$ cat src/rtl/spi_slv_pkg.sv
package spi_slv_pkg;
    localparam int DATA_W  = 16;
    localparam int SHORT_W = 8;
    localparam int ADDR_W  = 2;

    localparam logic [ADDR_W-1:0] A_CFG  = 2'd0;
    localparam logic [ADDR_W-1:0] A_DIV  = 2'd1;
    localparam logic [ADDR_W-1:0] A_DATA = 2'd2;
    localparam logic [ADDR_W-1:0] A_STAT = 2'd3;

    typedef struct packed {
        logic ie;
        logic act_hi;
        logic wide;
        logic pha;
        logic pol;
    } cfg_t;
endpackage

$ cat src/rtl/spi_slv_sync.sv
module spi_slv_sync #(
    parameter int W      = 3,
    parameter int STAGES = 2
) (
    input  logic         clk,
    input  logic         rst_n,
    input  logic [W-1:0] async_i,
    output logic [W-1:0] sync_o
);
    logic [W-1:0] stg_d [STAGES];
    logic [W-1:0] stg_q [STAGES];

    always_comb begin
        stg_d[0] = async_i;
        for (int i = 1; i < STAGES; i++) stg_d[i] = stg_q[i-1];
    end

    for (genvar g = 0; g < STAGES; g++) begin : g_stage
        always_ff @(posedge clk or negedge rst_n) begin
            if (!rst_n) stg_q[g] <= '0;
            else        stg_q[g] <= stg_d[g];
        end
    end

    assign sync_o = stg_q[STAGES-1];
endmodule

$ cat src/rtl/spi_slv_shift.sv
module spi_slv_shift
    import spi_slv_pkg::*;
#(
    parameter int DW = DATA_W,
    parameter int SW = SHORT_W
) (
    input  logic          clk,
    input  logic          rst_n,
    input  cfg_t          cfg_i,
    input  logic          sel_i,
    input  logic          sck_i,
    input  logic          mosi_i,
    input  logic [DW-1:0] tx_i,
    output logic          miso_o,
    output logic          done_o,
    output logic [DW-1:0] rx_o
);
    localparam int CW = $clog2(DW);

    typedef struct packed {
        logic [CW-1:0] cnt;
        logic [DW-1:0] tx_sh;
        logic [DW-1:0] rx_sh;
        logic          sck_prev;
        logic          sel_prev;
    } sh_t;

    sh_t sh_d, sh_q;
    logic edge_any, lead, trail, smp_edge, sft_edge;
    logic [CW-1:0] last_idx;
    logic [DW-1:0] rx_next;

    always_comb begin
        sh_d     = sh_q;
        done_o   = 1'b0;
        edge_any = sck_i != sh_q.sck_prev;
        lead     = edge_any && (sck_i != cfg_i.pol);
        trail    = edge_any && (sck_i == cfg_i.pol);
        smp_edge = cfg_i.pha ? trail : lead;
        sft_edge = cfg_i.pha ? lead : trail;
        last_idx = cfg_i.wide ? CW'(DW-1) : CW'(SW-1);
        rx_next  = {sh_q.rx_sh[DW-2:0], mosi_i};

        sh_d.sck_prev = sck_i;
        sh_d.sel_prev = sel_i;

        if (!sel_i) begin
            sh_d.cnt = '0;
        end else if (!sh_q.sel_prev) begin
            sh_d.cnt   = '0;
            sh_d.tx_sh = tx_i;
        end else if (smp_edge) begin
            sh_d.rx_sh = rx_next;
            if (sh_q.cnt == last_idx) begin
                done_o     = 1'b1;
                sh_d.cnt   = '0;
                sh_d.tx_sh = tx_i;
            end else begin
                sh_d.cnt = sh_q.cnt + 1'b1;
            end
        end else if (sft_edge && sh_q.cnt != '0) begin
            sh_d.tx_sh = {sh_q.tx_sh[DW-2:0], 1'b0};
        end

        rx_o   = cfg_i.wide ? rx_next : {{(DW-SW){1'b0}}, rx_next[SW-1:0]};
        miso_o = sel_i && (cfg_i.wide ? sh_q.tx_sh[DW-1] : sh_q.tx_sh[SW-1]);
    end

    always_ff @(posedge clk or negedge rst_n) begin
        if (!rst_n) sh_q <= '0;
        else        sh_q <= sh_d;
    end


    done_sel_chk: assert property (@(posedge clk) disable iff (!rst_n)
        done_o |-> sel_i && sh_q.sel_prev);


    idle_cnt_chk: assert property (@(posedge clk) disable iff (!rst_n)
        !sel_i |=> sh_q.cnt == '0);


    idle_miso_chk: assert property (@(posedge clk) disable iff (!rst_n)
        !sel_i |-> !miso_o);
endmodule

$ cat src/rtl/spi_slv_ctrl.sv
module spi_slv_ctrl
    import spi_slv_pkg::*;
#(
    parameter int DW          = DATA_W,
    parameter int SW          = SHORT_W,
    parameter int SYNC_STAGES = 2
) (
    input  logic              clk,
    input  logic              rst_n,
    input  logic [ADDR_W-1:0] reg_addr,
    input  logic              reg_wr,
    input  logic [DW-1:0]     reg_wdata,
    output logic [DW-1:0]     reg_rdata,
    input  logic              spi_sel,
    input  logic              spi_sck,
    input  logic              spi_mosi,
    output logic              spi_miso,
    output logic              irq
);
    typedef struct packed {
        cfg_t          cfg;
        logic [7:0]    div;
        logic [DW-1:0] tx;
        logic [DW-1:0] rx;
        logic          done;
        logic          ovr;
        logic          wcol;
    } st_t;

    st_t st_d, st_q;
    logic [2:0] pin_s;
    logic sel_act, sh_done;
    logic [DW-1:0] sh_rx;

    spi_slv_sync #(.W(3), .STAGES(SYNC_STAGES)) sync_i (
        .clk     (clk),
        .rst_n   (rst_n),
        .async_i ({spi_sel, spi_sck, spi_mosi}),
        .sync_o  (pin_s)
    );

    assign sel_act = pin_s[2] == st_q.cfg.act_hi;

    spi_slv_shift #(.DW(DW), .SW(SW)) shift_i (
        .clk    (clk),
        .rst_n  (rst_n),
        .cfg_i  (st_q.cfg),
        .sel_i  (sel_act),
        .sck_i  (pin_s[1]),
        .mosi_i (pin_s[0]),
        .tx_i   (st_q.tx),
        .miso_o (spi_miso),
        .done_o (sh_done),
        .rx_o   (sh_rx)
    );

    always_comb begin
        st_d = st_q;
        if (reg_wr) begin
            unique case (reg_addr)
                A_CFG: st_d.cfg = '{ie: reg_wdata[7], act_hi: reg_wdata[6],
                                    wide: reg_wdata[2], pha: reg_wdata[1],
                                    pol: reg_wdata[0]};
                A_DIV: st_d.div = reg_wdata[7:0];
                A_DATA: begin
                    if (sel_act) st_d.wcol = 1'b1;
                    else         st_d.tx   = reg_wdata;
                end
                A_STAT: begin
                    st_d.done = st_q.done & reg_wdata[0];
                    st_d.ovr  = st_q.ovr  & reg_wdata[1];
                    st_d.wcol = st_q.wcol & reg_wdata[2];
                end
                default: ;
            endcase
        end
        if (sh_done) begin
            if (st_d.done) st_d.ovr = 1'b1;
            else           st_d.rx  = sh_rx;
            st_d.done = 1'b1;
        end
    end

    always_ff @(posedge clk or negedge rst_n) begin
        if (!rst_n) st_q <= '0;
        else        st_q <= st_d;
    end

    always_comb begin
        reg_rdata = '0;
        unique case (reg_addr)
            A_CFG:  reg_rdata[7:0] = {st_q.cfg.ie, st_q.cfg.act_hi, 3'b000,
                                      st_q.cfg.wide, st_q.cfg.pha, st_q.cfg.pol};
            A_DIV:  reg_rdata[7:0] = st_q.div;
            A_DATA: reg_rdata      = st_q.rx;
            A_STAT: reg_rdata[3:0] = {1'b0, st_q.wcol, st_q.ovr, st_q.done};
            default: ;
        endcase
    end

    assign irq = st_q.cfg.ie && (st_q.done || st_q.ovr || st_q.wcol);


    wcol_set_chk: assert property (@(posedge clk) disable iff (!rst_n)
        reg_wr && reg_addr == A_DATA && sel_act |=> st_q.wcol && $stable(st_q.tx));


    irq_gate_chk: assert property (@(posedge clk) disable iff (!rst_n)
        !st_q.cfg.ie |-> !irq);


    ovr_keep_chk: assert property (@(posedge clk) disable iff (!rst_n)
        sh_done && st_q.done && !(reg_wr && reg_addr == A_STAT)
        |=> st_q.ovr && $stable(st_q.rx));


    stat_clr_chk: assert property (@(posedge clk) disable iff (!rst_n)
        reg_wr && reg_addr == A_STAT && !reg_wdata[0] && !sh_done |=> !st_q.done);
endmodule

$ cat config.mk
export PLATFORM = sky130hd
export DESIGN_NAME = spi_slv_ctrl
export DESIGN_NICKNAME = d
export VERILOG_FILES = /design/src/rtl/spi_slv_pkg.sv /design/src/rtl/spi_slv_sync.sv /design/src/rtl/spi_slv_shift.sv /design/src/rtl/spi_slv_ctrl.sv
export SDC_FILE = /design/constraint.sdc
export NUM_CORES = 1
export LEC_CHECK = 0
export BUFFER_PORTS_ARGS = -buffer_cell sky130_fd_sc_hd__buf_2
export CAP_MARGIN = 20
export CORE_ASPECT_RATIO = 1.4
export CORE_MARGIN = 8
export CORE_UTILIZATION = 59
export DETAILED_ROUTE_END_ITERATION = 8
export GPL_ROUTABILITY_DRIVEN = 0
export GPL_TIMING_DRIVEN = 0
export PLACE_DENSITY = 0.87
export SLEW_MARGIN = 15
export SYNTH_ARGS = -nofsm -noshare
export SYNTH_HDL_FRONTEND = slang
export SYNTH_SLANG_ARGS = --single-unit
$ cat constraint.sdc
create_clock -name clk -period 2.8 [get_ports clk]
set_input_delay 0.14 -clock clk [delete_from_list [all_inputs] [get_ports clk]]
set_output_delay 0.14 -clock clk [all_outputs]
set_load 0.05 [all_outputs]
# After elaboration in Yosys (flattened, before gate mapping)

Cells that the tools add are included.
W data, S select, Z words.

Flip-flop bits (word level): 91
Latch bits: 0
Bits in writable memories: 0
ROM bits: 0
Bits of input ports: 24
Output and inout port bits: 18
Logic and storage cells: 78
Memories kept: 0

Add/sub/neg operators: 1
$mul: 0
Divide/modulo/power cells: 0
Magnitude comparators: 0
Equal/unequal tests: 12
Shifts and indexed selects: 0
Muxes and demuxes: 25
Bitwise gates (word level): 5
Reductions and logical operators: 17

Operators with widths:

| cell                  | number |
|---|---|
| $mux W16              | 4 |
| $mux W20              | 1 |
| $mux W4               | 4 |
| $pmux W4 S4           | 1 |
| $pmux W4 S3           | 1 |
| $reduce_and A3 Y1     | 4 |
| $mux W1               | 9 |
| $ne A3 B3 Y1 const B  | 3 |
| $mux W8               | 1 |
| $reduce_and A2 Y1     | 3 |
| $logic_and A1 B1 Y1   | 5 |
| $add A4 B1 Y4 const B | 1 |
| $eq A2 B2 Y1 const B  | 2 |
| $eq A4 B4 Y1          | 1 |
| $mux W2               | 2 |
| $reduce_bool A4 Y1    | 1 |
| $and A1 B1 Y1         | 3 |
| $mux W3               | 1 |
| $eq A1 B1 Y1          | 2 |
| $eq A2 B1 Y1 const B  | 1 |
| $logic_not A2 Y1      | 1 |
| $logic_or A1 B1 Y1    | 2 |
| $ne A1 B1 Y1          | 2 |
| $ne A2 B1 Y1 const B  | 1 |
| 3 further kinds       | 4 |

# Logic depth before layout (Yosys ltp)

Gate-level depths: netlist of run 1.

Depth in word-level cells: 8
Depth in mapped cells: 9
Mapped depth without buffers: 7

# Cells and area by module

A second synthesis of run 1 with hierarchy kept.

Cell total of the unflattened synthesis: 396
Area total of the unflattened synthesis: 4,740.8 um^2

By module, submodules not included:

| module        | times used | cells each | area each (um^2) | seq. area each (um^2) |
|---|---|---|---|---|
| spi_slv_shift | 1          | 252        | 2,468.6          | 925.9 |
| spi_slv_ctrl  | 1          | 138        | 2,122.0          | 1,201.2 |
| spi_slv_sync  | 1          | 6          | 150.1            | 150.1 |

# Worst setup path after synthesis of run 1

No wires, ideal clock.

Path kind: register to register
Start: reg sync_i.stg_q (netlist bit sync_i.sync_o[1])
End: reg st_q[10] (netlist bit)
Library setup time: 0.125 ns
Arrival: 1.895 ns
Data required time: 2.675 ns
Slack: 0.780 ns
Cell stages (with the launch flop): 7
Path buffers: 2
Clock period less this slack: 2.020 ns
Cell sequence: dfrtp_1 clkbuf_1 and2b_1 mux2i_4 nor4b_4 buf_4 mux2_2

Word-level cells in the longest chain between the ends: 7
Elaborated cells on any way between the ends: 10
Those cells by class: 3 x eq/ne; 4 x mux; 3 x reduce/logical

Ends and longest elaborated chain:

| item                                   | RTL line                                 | source |
|---|---|---|
| start: declaration                     | spi_slv_sync.sv:11                       | `logic [W-1:0] stg_q [STAGES];` |
| start signal: indexed assignment       | spi_slv_sync.sv:21                       | `else stg_q[g] <= stg_d[g];` |
| $ne A1 B1 Y1 (tied with other cells)   | spi_slv_shift.sv:36                      | `edge_any = sck_i != sh_q.sck_prev;` |
| $logic_and A1 B1 Y1 (on tied branches) | spi_slv_shift.sv:37, spi_slv_shift.sv:38 |  |
| $mux W1 *                              | spi_slv_shift.sv:39                      | `smp_edge = cfg_i.pha ? trail : lead;` |
| $mux W1 *                              | spi_slv_shift.sv:52                      | `end else if (smp_edge) begin` |
| $mux W1 *                              | spi_slv_shift.sv:49                      | `end else if (!sh_q.sel_prev) begin` |
| $mux W1 *                              | spi_slv_shift.sv:47                      | `if (!sel_i) begin` |
| $reduce_and A2 Y1 (no line) *          | -                                        |  |
| end signal: assignment                 | spi_slv_ctrl.sv:86                       | `else st_q <= st_d;` |
| end: declaration                       | spi_slv_ctrl.sv:30                       | `st_t st_d, st_q;` |

Every way passes the cells marked *; elsewhere a longest branch is shown, timed or not.
A chain may end at the register's enable or synchronous reset.

# Worst setup path after layout of run 1

Start: reg st_q[46] (netlist bit)
End: reg shift_i.sh_q (netlist bit shift_i.rx_next[9])

Word-level cells in the longest chain between the ends: 2

Ends and longest elaborated chain:

| item                        | RTL line            | source |
|---|---|---|
| $eq A1 B1 Y1                | spi_slv_ctrl.sv:42  | `assign sel_act = pin_s[2] == st_q.cfg.act_hi;` |
| named net sel_act           | spi_slv_ctrl.sv:32  | `logic sel_act, sh_done;` |
| $reduce_and A3 Y1 (no line) | -                   |  |
| end signal: assignment      | spi_slv_shift.sv:70 | `if (!rst_n) sh_q <= '0;` |
| end signal: assignment      | spi_slv_shift.sv:71 | `else sh_q <= sh_d;` |
| end: declaration            | spi_slv_shift.sv:28 | `sh_t sh_d, sh_q;` |

The timed path passes the listed nets, and every way through them passes these cells.

==> results of run 1 <==
## what timing repair did
action                                 4_1_cts  5_1_grt
buffers inserted                             0        0
setup endpoints to repair                    0        0
endpoints found under the hold margin       53        0
hold buffers                                11        0
gates resized for setup                      0        0
## layout make-up
class | instances | area, µm²
buffer | 27 | 135
sequential | 91 | 2280
fill | 565 | 2360
clock inverter | 3 | 68.8
inverter | 12 | 45.0
tap | 100 | 125
multi-input combinational | 249 | 2080
timing repair buffer | 53 | 345
clock buffer | 13 | 169
## logic make-up after synthesis
group | Yosys count | synth area share, %
flip-flops | 91 | 50.2
adder cells (fa/ha/maj) | 2 | 0.551
buffers and inverters | 39 | 3.97
XOR/XNOR | 5 | 1.38
AND/OR/NAND/NOR | 65 | 8.99
multiplexers | 60 | 15.8
AO/OA/AOI/OAI | 117 | 19.2
## per-stage QoR
| stage | util [%] | total power, W | area [µm²] | cells | worst slack [ns] |
|---|---|---|---|---|---|
| floorplan | - | 0.00284 | 4540 | 379 | 0.780 |
| global placement | 64.0 | 0.00309 | 4870 | 520 | 0.472 |
| detailed placement | 64.4 | 0.00318 | 4900 | 521 | 0.430 |
| CTS | 69.0 | 0.00422 | 5250 | 548 | 0.400 |
| global route | 69.0 | 0.00442 | 5250 | 548 | 0.263 |
| finish | 69.0 | 0.00421 | 5250 | 548 | 0.373 |
## how the worst min path moves through the flow
stage	start	end	slack [ns]
after floorplan	rst_n	shift_i.rx_next[10]$_DFFE_PN0P_	-0.16
after global placement	spi_sel	sync_i.stg_d[2]$_DFF_PN0_	0.25
after detailed placement	rst_n	st_q[28]$_DFFE_PN0P_	0.19
after CTS	reg_wdata[9]	st_q[28]$_DFFE_PN0P_	0.002
after global routing	reg_wdata[9]	st_q[28]$_DFFE_PN0P_	0.001
final	reg_wdata[9]	st_q[28]$_DFFE_PN0P_	0.01
## sequential cells by signal, indices dropped and copies added (netlist names)
name             cells
sync_i.stg_d         3
st_q                48
shift_i.sh_q        22
sync_i.sync_o        3
shift_i.rx_next     15
## power by group through the flow
stage	registers, W	clock network, W	logic, W
3_3_place_gp	0.00185	0	0.00124
2_1_floorplan	0.00178	0	0.00105
5_1_grt	0.00188	0.00110	0.00143
3_5_place_dp	0.00188	0	0.00130
4_1_cts	0.00185	0.00105	0.00132
6_report	0.00186	0.00102	0.00133
## cell usage after synthesis
cell       instances
o32ai_1            1
mux4_2             3
xor2_1             1
nand2b_4           1
o2bb2ai_1          1
nor3b_1            1
nand3b_1          16
and3_1             2
o31ai_2            1
o221a_4            1
clkbuf_1          19
and2_1             8
or2_2              1
nor3_1             1
a21oi_1            4
o31a_1             1
inv_1             12
nor2b_1            3
nand3_1           12
a22o_1            18
xnor2_1            3
nor4b_4            1
a31oi_1            1
xnor2_4            1
mux2i_4            1
mux2i_1            4
ha_1               2
o21ai_0           45
buf_2              5
buf_12             1
o31ai_4            8
buf_6              1
dfrtp_1           91
mux2_2            52
o31ai_1            6
nand2b_1           2
and2b_1            2
nor2_1             4
nor2_2             1
o22ai_1           30
nand2_1            9
or4_1              1
buf_4              1
## critical path, cell delays in order (launching register included)
cell     delay, ns
dfrtp_1       0.42
xor2_1        0.27
inv_1         0.26
nand2_1       0.25
nor2_2        0.38
buf_2         0.35
mux2_2        0.38
## per-layer routing
layer / track usage, % / up-vias / wire, µm
li1: - / 1547 / -
met1: 22.7 / 1660 / 4170
met2: 33.1 / 133 / 5270
met3: 4.44 / 31 / 496
met4: 11.4 / 0 / 358
met5: 0 / - / 0
==> qor.yml, run 1 <==
worst_setup_path:
  worstSetupEndpointType: "flip-flop"
  critical_path_class: "reg -> reg"
  r2r_setup_slack_ns: 0.37
  r2r-end: "shift_i.rx_next[9]$_DFFE_PN0P_"
  crit_fanout: 10
  cp-startpoint: "st_q[46]$_DFFE_PN0P_"
  reg2regPathDepth: 6
  critPathRequiredTime_ns: 3.05
  start_kind: "flip-flop"
  crit_arrival_ns: 2.68
  rr_startpoint: "st_q[46]$_DFFE_PN0P_"
  critPathCapture: "shift_i.rx_next[9]$_DFFE_PN0P_"
hold_path:
  worstHoldPathCells: 2
  holdCritPathClass: "in -> reg"
sta:
  holdWs_ns: 0.0140
  grt_setup_unrepaired: "false"
  report.final.setup_viol: 0
  fmax_mhz: 412
  post-route-period-util_pct: 86.7
  setup_tns_ns: 0
  fin_worst_skew_ns: 0.00950
  worst_pin_slew_ns: 0.745
  hold_viol: 0
  slew_viol_final: 0
  slew_headroom_pct: 50.2
  period_needed_ns: 2.43
pwr:
  ir_worst_vdd_v: 0.000458
  power_switching_w: 0.00143
  p_clk_share_pct: 24.3
  power_frac_comb_pct: 31.5
  p_leak_nw: 2.30
  cellPowerDensity_nw_per_um2: 802
  switching_share_pct: 33.9
  power.internal_w: 0.00278
  seqPwrFrac_pct: 44.1
cells_and_area:
  area_growth_pct: 15.6
  antenna_cells: 0
  layout.cells.most_common: "dfrtp_1"
  layout_common_cells: "dfrtp_1 (91), mux2_2 (52), buf_2 (45), o21ai_0 (45), o22ai_1 (30)"
  nets: 469
  drive_above_1_share_pct: 30.4
grt:
  grt_max_degree: 49
  overflow: 0
  track_usage_pct: 19.7
  grt_pass1_vias: 3470
  grt_pass1_wl_um: 17100
  antenna_found_initial: 0
logic_synthesis:
  synth_area_leader_cell: "dfrtp_1"
  syn_avg_cell_area_um2: 12.0
  synthTopCellsByArea: "dfrtp_1 (50%), mux2_2 (13%), o21ai_0 (5.0%)"
  yosysWarnings: 0
  synth_cells: 379
  synth.distinct_cells: 43
  synth_top_area_share_pct: 50.2
  synth_seq_area_share_pct: 50.2
  syn_nets: 405
  syn_area_um2: 4540
  ys_seq_elements: 91
die:
  initial_core_util_pct: 59.7
  die_h_um: 120
  die_x_um: 90.1
  ios: 42
  die_area_um2: 10800
  rows: 38
  coreArea_um2: 7610
route:
  ant_nets: 0
  wl_per_cell_um: 18.8
  vias: 3371
  drt-initial-drc-count: 354
  via_per_inst: 6.15
  dr.pass1.iters: 5
  drc: 0
  routed_wl_um: 10300
run:
  max-cap-violations: 0
clock_tree:
  path_clk_slew_ns: 0.09
  cts_sinks: 91
  clock-root-buffer: "clkbuf_8"
  clock_latency_ns: 0.37
  max-clock-path-buffers: 2
  htree_levels: 3
  cts_buffers: 9
  cts_tree: "yes"
place:
  numPortBuffers: 41
  hpwl_um: 7290
status:
  status: "completed"
(Power assumes the default switching activity.)
==> inputs of run 2 (changes only) <==
--- a/config.mk
+++ b/config.mk
@@ -10,6 +10,8 @@
 export CORE_ASPECT_RATIO = 1.4
 export CORE_MARGIN = 8
 export CORE_UTILIZATION = 59
+export CTS_BUF_LIST = sky130_fd_sc_hd__clkbuf_16
+export CTS_CLUSTER_DIAMETER = 200
 export DETAILED_ROUTE_END_ITERATION = 8
 export GPL_ROUTABILITY_DRIVEN = 0
 export GPL_TIMING_DRIVEN = 0
==> run 2 against run 1 <==
Compared with the run above:
- die area unchanged
- final cell count decreased by 1.3%
- critical path depth unchanged
- wire length increased by 2.7%
- first-iteration DRC count increased by 16%
- sequential cell count unchanged
- cell area about the same
- total power increased by 5.9%
- clock skew decreased by 0.0034 ns
- setup slack got worse by 0.0087 ns
- critical endpoint unchanged
- highest routed layer unchanged
==> qor.yml, run 2 (synthesis results as in run 1) <==
worst_setup_path:
  critPathRequiredTime_ns: 3.02
  slowest_delay_ns: 0.41
  critical_path_class: "reg -> reg"
  crit_chain: "xor2_1, inv_1, nand2_1, nor2_2, buf_2, mux2_2"
  worstSetupEndpointType: "flip-flop"
  critPathCapture: "shift_i.rx_next[9]$_DFFE_PN0P_"
  r2r_setup_slack_ns: 0.36
  reg2regPathDepth: 6
  crit_slowest_cell: "dfrtp_1"
  rr_startpoint: "st_q[46]$_DFFE_PN0P_"
  start_kind: "flip-flop"
  cp-startpoint: "st_q[46]$_DFFE_PN0P_"
  crit_fanout: 10
  crit_arrival_ns: 2.66
  r2r-end: "shift_i.rx_next[9]$_DFFE_PN0P_"
cells_and_area:
  antenna_cells: 0
  layout.cells.most_common: "dfrtp_1"
  largest_reg_flops: 48
  area_growth_pct: 15.6
  multiInputGateArea_um2: 2080
  n_fill_cell: 552
  ff_latch_area_um2: 2280
  layout_common_cells: "dfrtp_1 (91), mux2_2 (52), buf_2 (45), o21ai_0 (45), o22ai_1 (30)"
  fin_cells: 541
  nets: 462
  drive_above_1_share_pct: 30.2
  regMostFlops: "st_q"
  final_util_pct: 69.0
die:
  die_x_um: 90.1
  initial_core_util_pct: 59.7
  rows: 38
  coreArea_um2: 7610
  ios: 42
  die_h_um: 120
  die_area_um2: 10800
route:
  drt-initial-drc-count: 409
  highest_layer: "met4"
  wl_met3_um: 507
  wl_per_cell_um: 19.5
  drc: 0
  ant_nets: 0
  wl_met1_um: 4220
  vias: 3392
  route.met2.wl_um: 5450
  routed_wl_um: 10600
  via_per_inst: 6.27
  dr.pass1.iters: 5
clock_tree:
  max-clock-path-buffers: 2
  post_cts_resized: 0
  path_clk_slew_ns: 0.06
  cts_tree: "yes"
  clock_latency_ns: 0.34
  cts_sinks: 91
  clock-root-buffer: "clkbuf_16"
  cts_buffers: 9
  htree_levels: 3
grt:
  grt_max_degree: 49
  grt_pass1_vias: 3570
  grt_pass1_wl_um: 17700
  antenna_found_initial: 0
  overflow: 0
  track_usage_pct: 20.3
pwr:
  ir_worst_vdd_v: 0.000448
  p_leak_nw: 2.31
  cellPowerDensity_nw_per_um2: 849
sta:
  worst_pin_slew_ns: 0.781
  slew_viol_final: 0
  setup_tns_ns: 0
  report.final.setup_viol: 0
  grt_setup_unrepaired: "false"
  hold_viol: 0
  period_needed_ns: 2.44
  post-route-period-util_pct: 87.0
  setup_ws_ns: 0.365
  slew_headroom_pct: 47.8
  fin_worst_skew_ns: 0.00610
  fmax_mhz: 411
place:
  pre_cts_ws_ns: 0.430
  hpwl_um: 7290
  placed_cells: 521
  numPortBuffers: 41
status:
  status: "completed"
run:
  max-cap-violations: 0
hold_path:
  hold_path_startpoint: "reg_wdata[15]"
  holdCritPathClass: "in -> reg"
## run 2: worst min path at each step
stage                     cells after the start                               to  slack [ns]
after global placement                        1        sync_i.stg_d[2]$_DFF_PN0_        0.25
after detailed placement                      1             st_q[28]$_DFFE_PN0P_        0.19
after floorplan                               0  shift_i.rx_next[10]$_DFFE_PN0P_       -0.16
after CTS                                     2             st_q[34]$_DFFE_PN0P_        0.02
after global routing                          2             st_q[34]$_DFFE_PN0P_        0.03
final                                         2             st_q[34]$_DFFE_PN0P_        0.03
## run 2: layout make-up
class | instances | area share [%]
buffer | 27 | 2.57
clock inverter | 7 | 1.60
timing repair buffer | 46 | 5.24
multi-input combinational | 249 | 39.7
inverter | 12 | 0.858
sequential | 91 | 43.4
clock buffer | 9 | 4.29
tap | 100 | 2.38
## run 2: what timing repair did
action                                 4_1_cts  5_1_grt
hold buffers                                 4        0
buffers inserted                             0        0
endpoints found under the hold margin       46        0
## run 2: critical path: cells and delay by family, from the launching register on
family | cells | cell delay (ns)
AND/OR/NAND/NOR | 2 | 0.63
buffers and inverters | 2 | 0.61
flip-flops | 1 | 0.41
multiplexers | 1 | 0.38
XOR/XNOR | 1 | 0.27
## run 2: report_power, final
group	total [W]	leakage [nW]	internal, W	switching [W]
clock network	0.00126	0.153	0.000771	0.000485
registers	0.00187	1.16	0.00159	0.000271
logic	0.00133	0.993	0.000607	0.000728
total	0.00446	2.31	0.00297	0.00148
## run 2: stage by stage
| step | area, µm² | total power, W | hold WS (ns) |
|---|---|---|---|
| final | 5250 | 0.00446 | 0.0283 |
| after floorplan | 4540 | 0.00284 | -0.156 |
| after detailed placement | 4900 | 0.00318 | 0.188 |
| after CTS | 5250 | 0.00446 | 0.0195 |
| after global placement | 4870 | 0.00309 | 0.249 |
| after global routing | 5250 | 0.00465 | 0.0329 |
## run 2: routing by layer
layer	vias up	global-route usage [%]
li1	1540	-
met3	32	3.81
met4	0	12.1
met2	135	34.7
met5	-	0
met1	1685	23.4
